--- src/rtl/subrange_freq_counter.sv ---
module subrange_freq_counter #(
  parameter int CNT_W  = 13,
  parameter int CODE_W = 3,
  parameter int HI_LIM = 5100,
  parameter int LO_LIM = 480,
  parameter int SYNC_N = 2
) (
  input  logic                    clk,
  input  logic                    rst_n,
  input  logic                    ref_clk,
  input  logic                    pulse_in,
  input  logic [CODE_W-1:0]       range_code,
  output logic [CNT_W+CODE_W-1:0] result,
  output logic                    valid,
  output logic                    over_flag,
  output logic                    under_flag
);
  localparam logic [CNT_W-1:0] CNT_MAX = {CNT_W{1'b1}};
  localparam logic [CNT_W-1:0] HI_C    = CNT_W'(HI_LIM);
  localparam logic [CNT_W-1:0] LO_C    = CNT_W'(LO_LIM);

  logic [SYNC_N-1:0] ref_sh, pin_sh;
  logic              ref_d, pin_d;
  logic [CNT_W-1:0]  count;

  wire gate     = ref_sh[SYNC_N-1];
  wire pin_s    = pin_sh[SYNC_N-1];
  wire close    = ref_d & ~gate;
  wire edge_hit = gate & pin_s & ~pin_d;

  always_ff @(posedge clk or negedge rst_n) begin
    if (!rst_n) begin
      ref_sh <= '0;
      pin_sh <= '0;
      ref_d  <= 1'b0;
      pin_d  <= 1'b0;
    end else begin
      ref_sh <= {ref_sh[SYNC_N-2:0], ref_clk};
      pin_sh <= {pin_sh[SYNC_N-2:0], pulse_in};
      ref_d  <= gate;
      pin_d  <= pin_s;
    end
  end

  always_ff @(posedge clk or negedge rst_n) begin
    if (!rst_n)
      count <= '0;
    else if (close)
      count <= '0;
    else if (edge_hit && count != CNT_MAX)
      count <= count + 1'b1;
  end

  always_ff @(posedge clk or negedge rst_n) begin
    if (!rst_n) begin
      result     <= '0;
      valid      <= 1'b0;
      over_flag  <= 1'b0;
      under_flag <= 1'b0;
    end else begin
      valid <= close;
      if (close) begin
        result     <= {range_code, count};
        over_flag  <= count > HI_C;
        under_flag <= count < LO_C;
      end
    end
  end
endmodule

--- config.mk ---
export PLATFORM = sky130hd
export DESIGN_NAME = subrange_freq_counter
export DESIGN_NICKNAME = d
export VERILOG_FILES = /design/src/rtl/subrange_freq_counter.sv
export SDC_FILE = /design/constraint.sdc
export NUM_CORES = 1
export LEC_CHECK = 0
export ABC_AREA = 1
export BUFFER_PORTS_ARGS = -buffer_cell sky130_fd_sc_hd__buf_2
export CORE_UTILIZATION = 45
export DETAILED_ROUTE_END_ITERATION = 6
export PLACE_DENSITY = 0.62
export SLEW_MARGIN = 10
export SYNTH_ARGS = -nofsm -noshare
export SYNTH_HDL_FRONTEND = slang
export SYNTH_SLANG_ARGS = --single-unit
export TNS_END_PERCENT = 5
--- constraint.sdc ---
create_clock -name clk -period 1.92 [get_ports clk]
set_input_delay 0.288 -clock clk [delete_from_list [all_inputs] [get_ports clk]]
set_output_delay 0.288 -clock clk [all_outputs]
set_load 0.02 [all_outputs]
Yosys cells after proc, flatten, opt, wreduce, memory -nomap -nowiden. Cells that the tools add are included.

Bits in registers: 38. Logic and storage cells: 22. Input bits: 7.

Reductions and logical operators: 2. Bitwise operators: 5. Muxes and demuxes: 2. Eq/ne operators: 1. $lt $le $gt $ge: 2. $add $sub $neg: 1.

Operators with widths (count): 13-bit 2-to-1 mux (2); 13-bit by 1-bit adder with 13-bit output (second input constant) (1); 13-bit greater-than comparator (second input constant) (1); 13-bit by 9-bit < comparator with 1-bit output (second input constant) (1); 13-bit inequality test (second input constant) (1); 1-bit bitwise AND (3); 1-bit inverter (2); 2-bit nonzero test (1); 1-bit logical AND (1).

Depth between registers and ports, before layout. Gate-level depths: netlist of the first run.

Depth in word-level cells: 5. Mapped depth: 10.

Worst setup path after synthesis of the first run. OpenSTA, ideal clock, no wires.

Path type: flip-flop to flip-flop. Start: reg count[0]. End: reg count[2]. Period minus slack after synthesis: 1.385 ns. Data required time: 1.802 ns. Setup time: 0.118 ns. Path slack: 0.535 ns. Stages on the path, launching flop included: 11. Arrival time: 1.267 ns. Path through: dfrtp_1 ha_1 inv_2 nor2_4 nand2_2 clkinv_2 nand2_4 nand2_4 buf_8 nand3_1 nand2_1.

Cells in the longest elaborated chain, start to end: 3. Elaborated cells on any way between the ends: 6.

RTL lines: from (decl) (RTL line 24) `logic [CNT_W-1:0] count;`; from (signal assigned) (RTL line 51) `count <= count + 1'b1;`; 13-bit by 1-bit adder with 13-bit output or 13-bit inequality test (tied branches) (RTL line 51, 50); 13-bit 2-to-1 mux or 1-bit logical AND (tied branches) (RTL line 50) `else if (edge_hit && count != CNT_MAX)`; 13-bit 2-to-1 mux or 2-bit nonzero test (tied branches).

Several ways; a longest one is shown, not always the timed one. The select of a mux whose other input is x is not followed. A chain may end at the register's enable or synchronous reset.

Final worst setup path of the first run.
Start: reg count[1]. End: reg count[10].

Same word-level chain as after synthesis.

==> metrics.txt, run 1 <==
Synth Net Count=215; Startpoint Class=register; Post-Place Cell Area=1920 sq um; number of antenna violations at the first check in global routing=0; latest clock arrival within the worst-skew pair=0.29 ns; number of flip-flops and latches in the synthesized netlist=38; n_diodes=0; placeable core region=3690 sq um; number of max-capacitance violations reported=0; worst-case vdd ir drop=457 uV; aggregate global routing overflow=0; wire length per cell=12.0 um; WS Path Type=register to register; floorplan die width=64.1 um; aggregate routed wire length=3420 um; clk buf depth=2; final-report hold violation count=0; origin of the critical flop-to-flop path=count[1]; TritonCTS clock tree=yes; count of unresolved DRC violations after routing=0; worst hold slack across all endpoints=0.0325 ns; time the final worst path needs with I/O delays and setup=1.49 ns; number of global-route vias before repair=1326; Largest stage delay, worst path=0.42 ns; all-layer global routing usage=0.202; Num CTS Buffers=5; most frequent cell after synthesis=sky130_fd_sc_hd__nand2_1; relative slew slack=0.690; Synth area leader=sky130_fd_sc_hd__dfrtp_1; period utilization=0.775; Clock Skew=0.00584 ns; average cell area after synthesis=8.44 sq um; CP top delay family=simple AND/OR/NAND/NOR gates; most frequent cells after synthesis=sky130_fd_sc_hd__nand2_1, sky130_fd_sc_hd__dfrtp_1, sky130_fd_sc_hd__nand3_1; routed vias/inst=4.80; count of different cell masters after synthesis=24; routed via count=1362; Area contributors post-synth=sky130_fd_sc_hd__dfrtp_1, sky130_fd_sc_hd__nand2_1, sky130_fd_sc_hd__nand3_1; number of placement rows=22; category of the worst setup path capture point=register; leak pwr=1.11 nW; highest fanout seen on the critical path=8; Arr. time, crit path=1.72 ns; path category of the worst min-delay check=input pin to asynchronous set/reset pin; cell area after synthesis=1740 sq um; cell chosen for the clock root=sky130_fd_sc_hd__clkbuf_8; count of port buffers added during placement=25; final RePlAce weighted congestion=0.806; share of final-layout standard cells stronger than drive strength 1=0.195; power density over cell area=813 nW/um^2; die boundary height=64.1 um; cell with the largest stage delay on the worst path=sky130_fd_sc_hd__dfrtp_1; initial drt markers=62; number of max-slew violations in the final report=0; effective utilization at floorplan=0.471; detailed-router iteration count before antenna repair=4; outcome=finished, final reports clean; Setup WS pre-CTS=0.453 ns; detailed placement HPWL=2450 um; Post-synth EDFFs=0; postcts setup bufs=0; final-layout fill cell count=371; count of instances resized after the clock tree is built=0; pin count of the biggest net entering global routing=39; H-tree levels=2; global-route wire length before repair=6240 um; total negative setup slack=0 ns; WP data required=2.15 ns; share of synthesized registers carrying an async set or reset=1.00; area of the die=4110 sq um; share of the yosys chip area belonging to registers=0.547; post-layout total power=1.65 mW; final net count=244; yosys synthesis warning count=0; Gate Count Post-Synth=206; Final setup viols=0; I/O Pins=26; area share of the largest cell type after synthesis=0.547; clock tree sinks=38; area added between synthesis and finish=16.8%; clock transition time at the flip-flop clock pins of the worst setup and hold paths=0.07 ns; area of all placed cells without fillers=2030 sq um; critical path cell sequence=ha_1, inv_2, nor2_4, nand2_2, nor2_1, nor2_2, nand3_1, nand2_1; Top FF cell, synth=sky130_fd_sc_hd__dfrtp_1; unrepaired setup endpoints after global routing=false; transition time of the tightest slew-check pin=0.465 ns; CP bufs+invs=1; Max Clk Rate=672 MHz; count of hold buffers inserted by post-cts repair=0; worst-case setup margin in the final layout=0.431 ns; Worst Setup SP=count[1]; final antenna-violating net count=0
## per-stage QoR
step | std cells | utilization
after global placement | 276 | 0.521
after CTS | 284 | 0.550
after global routing | 284 | 0.550
final | 284 | 0.550
after floorplan | 206 | -
after detailed placement | 276 | 0.521
## state kept, by name, summed over array words and instances, names as in the netlist
| name | flops |
|---|---|
| count | 13 |
| over_flag | 1 |
| pin_d | 1 |
| pin_sh | 2 |
| ref_d | 1 |
| ref_sh | 2 |
| result | 16 |
| under_flag | 1 |
| valid | 1 |
## cell type report
class                      count  area [sq um]  area share
clock buffer                   5          68.8      0.0339
clock inverter                 3          40.0      0.0197
inverter                      20          76.3      0.0376
multi-input combinational    142           673       0.332
sequential                    38           951       0.469
tap                           48          60.1      0.0296
timing repair buffer          28           160      0.0789
## layout by cell type, fill, tap and decap left out, types with 3 or more instances in the layout
cell,instances
sky130_fd_sc_hd__nand2_1,75
sky130_fd_sc_hd__dfrtp_1,38
sky130_fd_sc_hd__nand4_1,5
sky130_fd_sc_hd__clkbuf_8,5
sky130_fd_sc_hd__o21ai_0,10
sky130_fd_sc_hd__nand3_1,23
sky130_fd_sc_hd__inv_1,17
sky130_fd_sc_hd__xor2_1,3
sky130_fd_sc_hd__nor2_1,12
sky130_fd_sc_hd__buf_2,25
sky130_fd_sc_hd__clkinv_2,3
## layer usage
layer / vias up / share of wire / track usage
met5: - / 0 / 0
met4: 0 / 0.016 / 0.0861
met3: 5 / 0.042 / 0.0696
met2: 23 / 0.44 / 0.293
met1: 628 / 0.51 / 0.274
li1: 706 / - / -
## cells by family after synthesis
logic type	Yosys count	share of synthesized area
flops	38	0.547
simple gates	124	0.318
fa+ha+maj	2	0.0144
buf+inv	26	0.0655
compound gates	13	0.0396
xor+xnor	3	0.0151
## power by group
| group | internal (mW) | switching, mW |
|---|---|---|
| sequential | 0.833 | 0.0202 |
| clock | 0.382 | 0.275 |
| combinational | 0.0445 | 0.0954 |
| total | 1.26 | 0.391 |
## final timing paths
check	end	slack, ns	cells after the start
worst max-delay path	count[10]	0.43	8
worst min-delay path	count[6]	0.03	2
worst max register to register	count[10]	0.43	8
worst min register to register	ref_sh[1]	0.35	0
max in group asynchronous	result[3]	1.57	2
min in group clk	pin_sh[0]	0.10	1
No activity file was read; power rests on OpenSTA's default activity.
==> inputs of run 2 (changes only) <==
==> constraint.sdc (replaced) <==
create_clock -name clk -period 1.49 [get_ports clk]
set_input_delay 0.2235 -clock clk [delete_from_list [all_inputs] [get_ports clk]]
set_output_delay 0.2235 -clock clk [all_outputs]
set_load 0.02 [all_outputs]
==> metrics.txt, run 2 (same netlist as run 1, synthesis figures left out) <==
worst reg2reg endpoint=count[4]; period utilization=0.928 (+0.152); detailed-router iteration count before antenna repair=4 (unchanged); Worst Setup SP=count[0]; commonest cells after routing, fill and taps aside=sky130_fd_sc_hd__nand2_1, sky130_fd_sc_hd__dfrtp_1, sky130_fd_sc_hd__buf_2; final antenna-violating net count=0 (unchanged); time the final worst path needs with I/O delays and setup=1.38 ns (-0.106 ns); sw power=0.504 mW (+29%); flip-flop count of the largest register, all copies and words added=16 (unchanged); cell chosen for the clock root=sky130_fd_sc_hd__clkbuf_8; final RePlAce weighted congestion=0.844 (+4.7%); Post-Place Cell Area=1960 sq um (+2.0%); transition time of the tightest slew-check pin=0.429 ns (-0.0360 ns); total negative setup slack=0 ns (unchanged); register with the most flip-flops=result; routed via count=1370 (+0.59%); die boundary height=64.1 um (unchanged); Setup WS pre-CTS=0.0204 ns (-0.433 ns); number of max-capacitance violations reported=0 (unchanged); Final setup viols=0 (unchanged); top flop regs=result x16, count x13; number of global-route vias before repair=1306 (-1.5%); Cell Int Power=1.51 mW (+20%); proportion of total power due to net switching=0.250 (+0.0132); final net count=250 (+2.5%); detailed placement HPWL=2430 um (-1.1%); n_diodes=0 (unchanged); clock tree sinks=38 (unchanged); Max Clk Rate=723 MHz (+7.7%); highest fanout seen on the critical path=12 (+4); pin count of the biggest net entering global routing=25 (-36%); share of final-layout standard cells stronger than drive strength 1=0.219 (+0.0241); Num CTS Buffers=5 (unchanged); number of antenna violations at the first check in global routing=0 (unchanged); clock transition time at the flip-flop clock pins of the worst setup and hold paths=0.07 ns (about the same); worst setup slack for register-to-register paths=0.11 ns (-0.32 ns); final-layout fill cell count=338 (-8.9%); WS Path Type=register to register; latest clock arrival within the worst-skew pair=0.29 ns (about the same); effective utilization at floorplan=0.471 (unchanged); FF-to-FF path depth=9 (+1); routed vias/inst=4.72 (-1.5%); number of max-slew violations in the final report=0 (unchanged); part of the total power dissipated in sequential elements=0.543 (+0.026); Clock Skew=0.00390 ns (-0.00194 ns); path category of the worst min-delay check=input pin to register; WP data required=1.67 ns (-0.48 ns); wire length per cell=11.8 um (-1.6%); postcts setup bufs=0 (unchanged); critical path cell sequence=ha_2, inv_2, nor2_4, nand2_2, clkinv_2, nand2_4, nand2_8, nand3_1, nand2_1; commonest non-fill, non-tap cell in the layout=sky130_fd_sc_hd__nand2_1; capturing element of the worst setup path=count[4]; Final Non-Filler Cells=290 (+2.1%); TritonCTS clock tree=yes; relative slew slack=0.714 (+0.0240); floorplan die width=64.1 um (unchanged); placeable core region=3690 sq um (unchanged); category of the worst setup path capture point=register; Arr. time, crit path=1.57 ns (-0.15 ns); origin of the critical flop-to-flop path=count[0]; aggregate routed wire length=3430 um (+0.47%); aggregate global routing overflow=0 (unchanged); final-report hold violation count=0 (unchanged); power density over cell area=969 nW/um^2 (+19%); outcome=finished, final reports clean; count of port buffers added during placement=25 (unchanged); worst-case vdd ir drop=655 uV (+43%); post-layout total power=2.02 mW (+22%); Placed Instances=281 (+1.8%); count of unresolved DRC violations after routing=0 (unchanged); I/O Pins=26 (unchanged); Startpoint Class=register; global-route wire length before repair=6160 um (-1.3%); all-layer global routing usage=0.202 (-0.000232); Largest stage delay, worst path=0.41 ns (about the same); initial drt markers=64 (+3.2%); area of all placed cells without fillers=2080 sq um (+2.6%); Comb power frac=0.096 (+0.011); cell with the largest stage delay on the worst path=sky130_fd_sc_hd__dfrtp_1; leak pwr=1.13 nW (+1.5%); power share of the clock group=0.360 (-0.038); area of the die=4110 sq um (unchanged); worst-case setup margin in the final layout=0.107 ns (-0.324 ns); clk buf depth=2 (unchanged); area added between synthesis and finish=19.8%; H-tree levels=2 (unchanged); number of placement rows=22 (unchanged)
[run 2: how the worst min path moves through the flow]
stage,from,to,slack [ns],cells past startpoint
6_report,ref_clk,ref_sh[0],0.03,1
3_5_place_dp,rst_n,pin_d,0.20,1
3_3_place_gp,rst_n,ref_d,0.19,1
2_1_floorplan,rst_n,count[0],-0.07,0
5_1_grt,pulse_in,pin_sh[0],0.02,1
4_1_cts,ref_clk,ref_sh[0],0.02,1
[run 2: layout make-up]
type                    instances  area, sq um  share of cell area
inverters                      20         76.3              0.0367
clock inverters                 2         12.5             0.00601
repair buffers                 34          208              0.0998
multi-input cells             142          692               0.332
flip-flops and latches         38          951               0.457
clock buffers                   6         82.6              0.0397
well taps                      48         60.1              0.0288
[run 2: critical path: cells and delay by family, from the launching register on]
family	cells	cell delay (ns)
AND/OR/NAND/NOR	6	0.47
flip-flops	1	0.41
buffers and inverters	2	0.17
adder cells (fa/ha/maj)	1	0.21
[run 2: timing repair]
item,4_1_cts,5_1_grt
endpoints found under the hold margin,17,0
pin swaps,0,1
resized for setup,1,3
cloned,0,0
hold buffers,1,0
endpoints found under the setup margin,1,12
[run 2: power by group through the flow]
stage          sequential [mW]  clock, mW  combinational, mW
3_3_place_gp              1.11          0              0.193
6_report                  1.10      0.727              0.194
3_5_place_dp              1.12          0              0.193
4_1_cts                   1.10      0.755              0.196
5_1_grt                   1.10      0.794              0.220
2_1_floorplan             1.15          0             0.0715
[run 2: per-layer routing]
metal,GRT usage,vias to the layer above,part of all wire
met5,0,-,0
met4,0.0861,0,0.015
met3,0.0714,4,0.050
met2,0.270,34,0.43
met1,0.292,615,0.51
li1,-,717,-
[run 2: per-stage QoR]
step           hold WS, ns   util
2_1_floorplan      -0.0721      -
3_3_place_gp         0.193  0.531
3_5_place_dp         0.196  0.531
4_1_cts             0.0199  0.561
5_1_grt             0.0210  0.564
6_report            0.0336  0.564
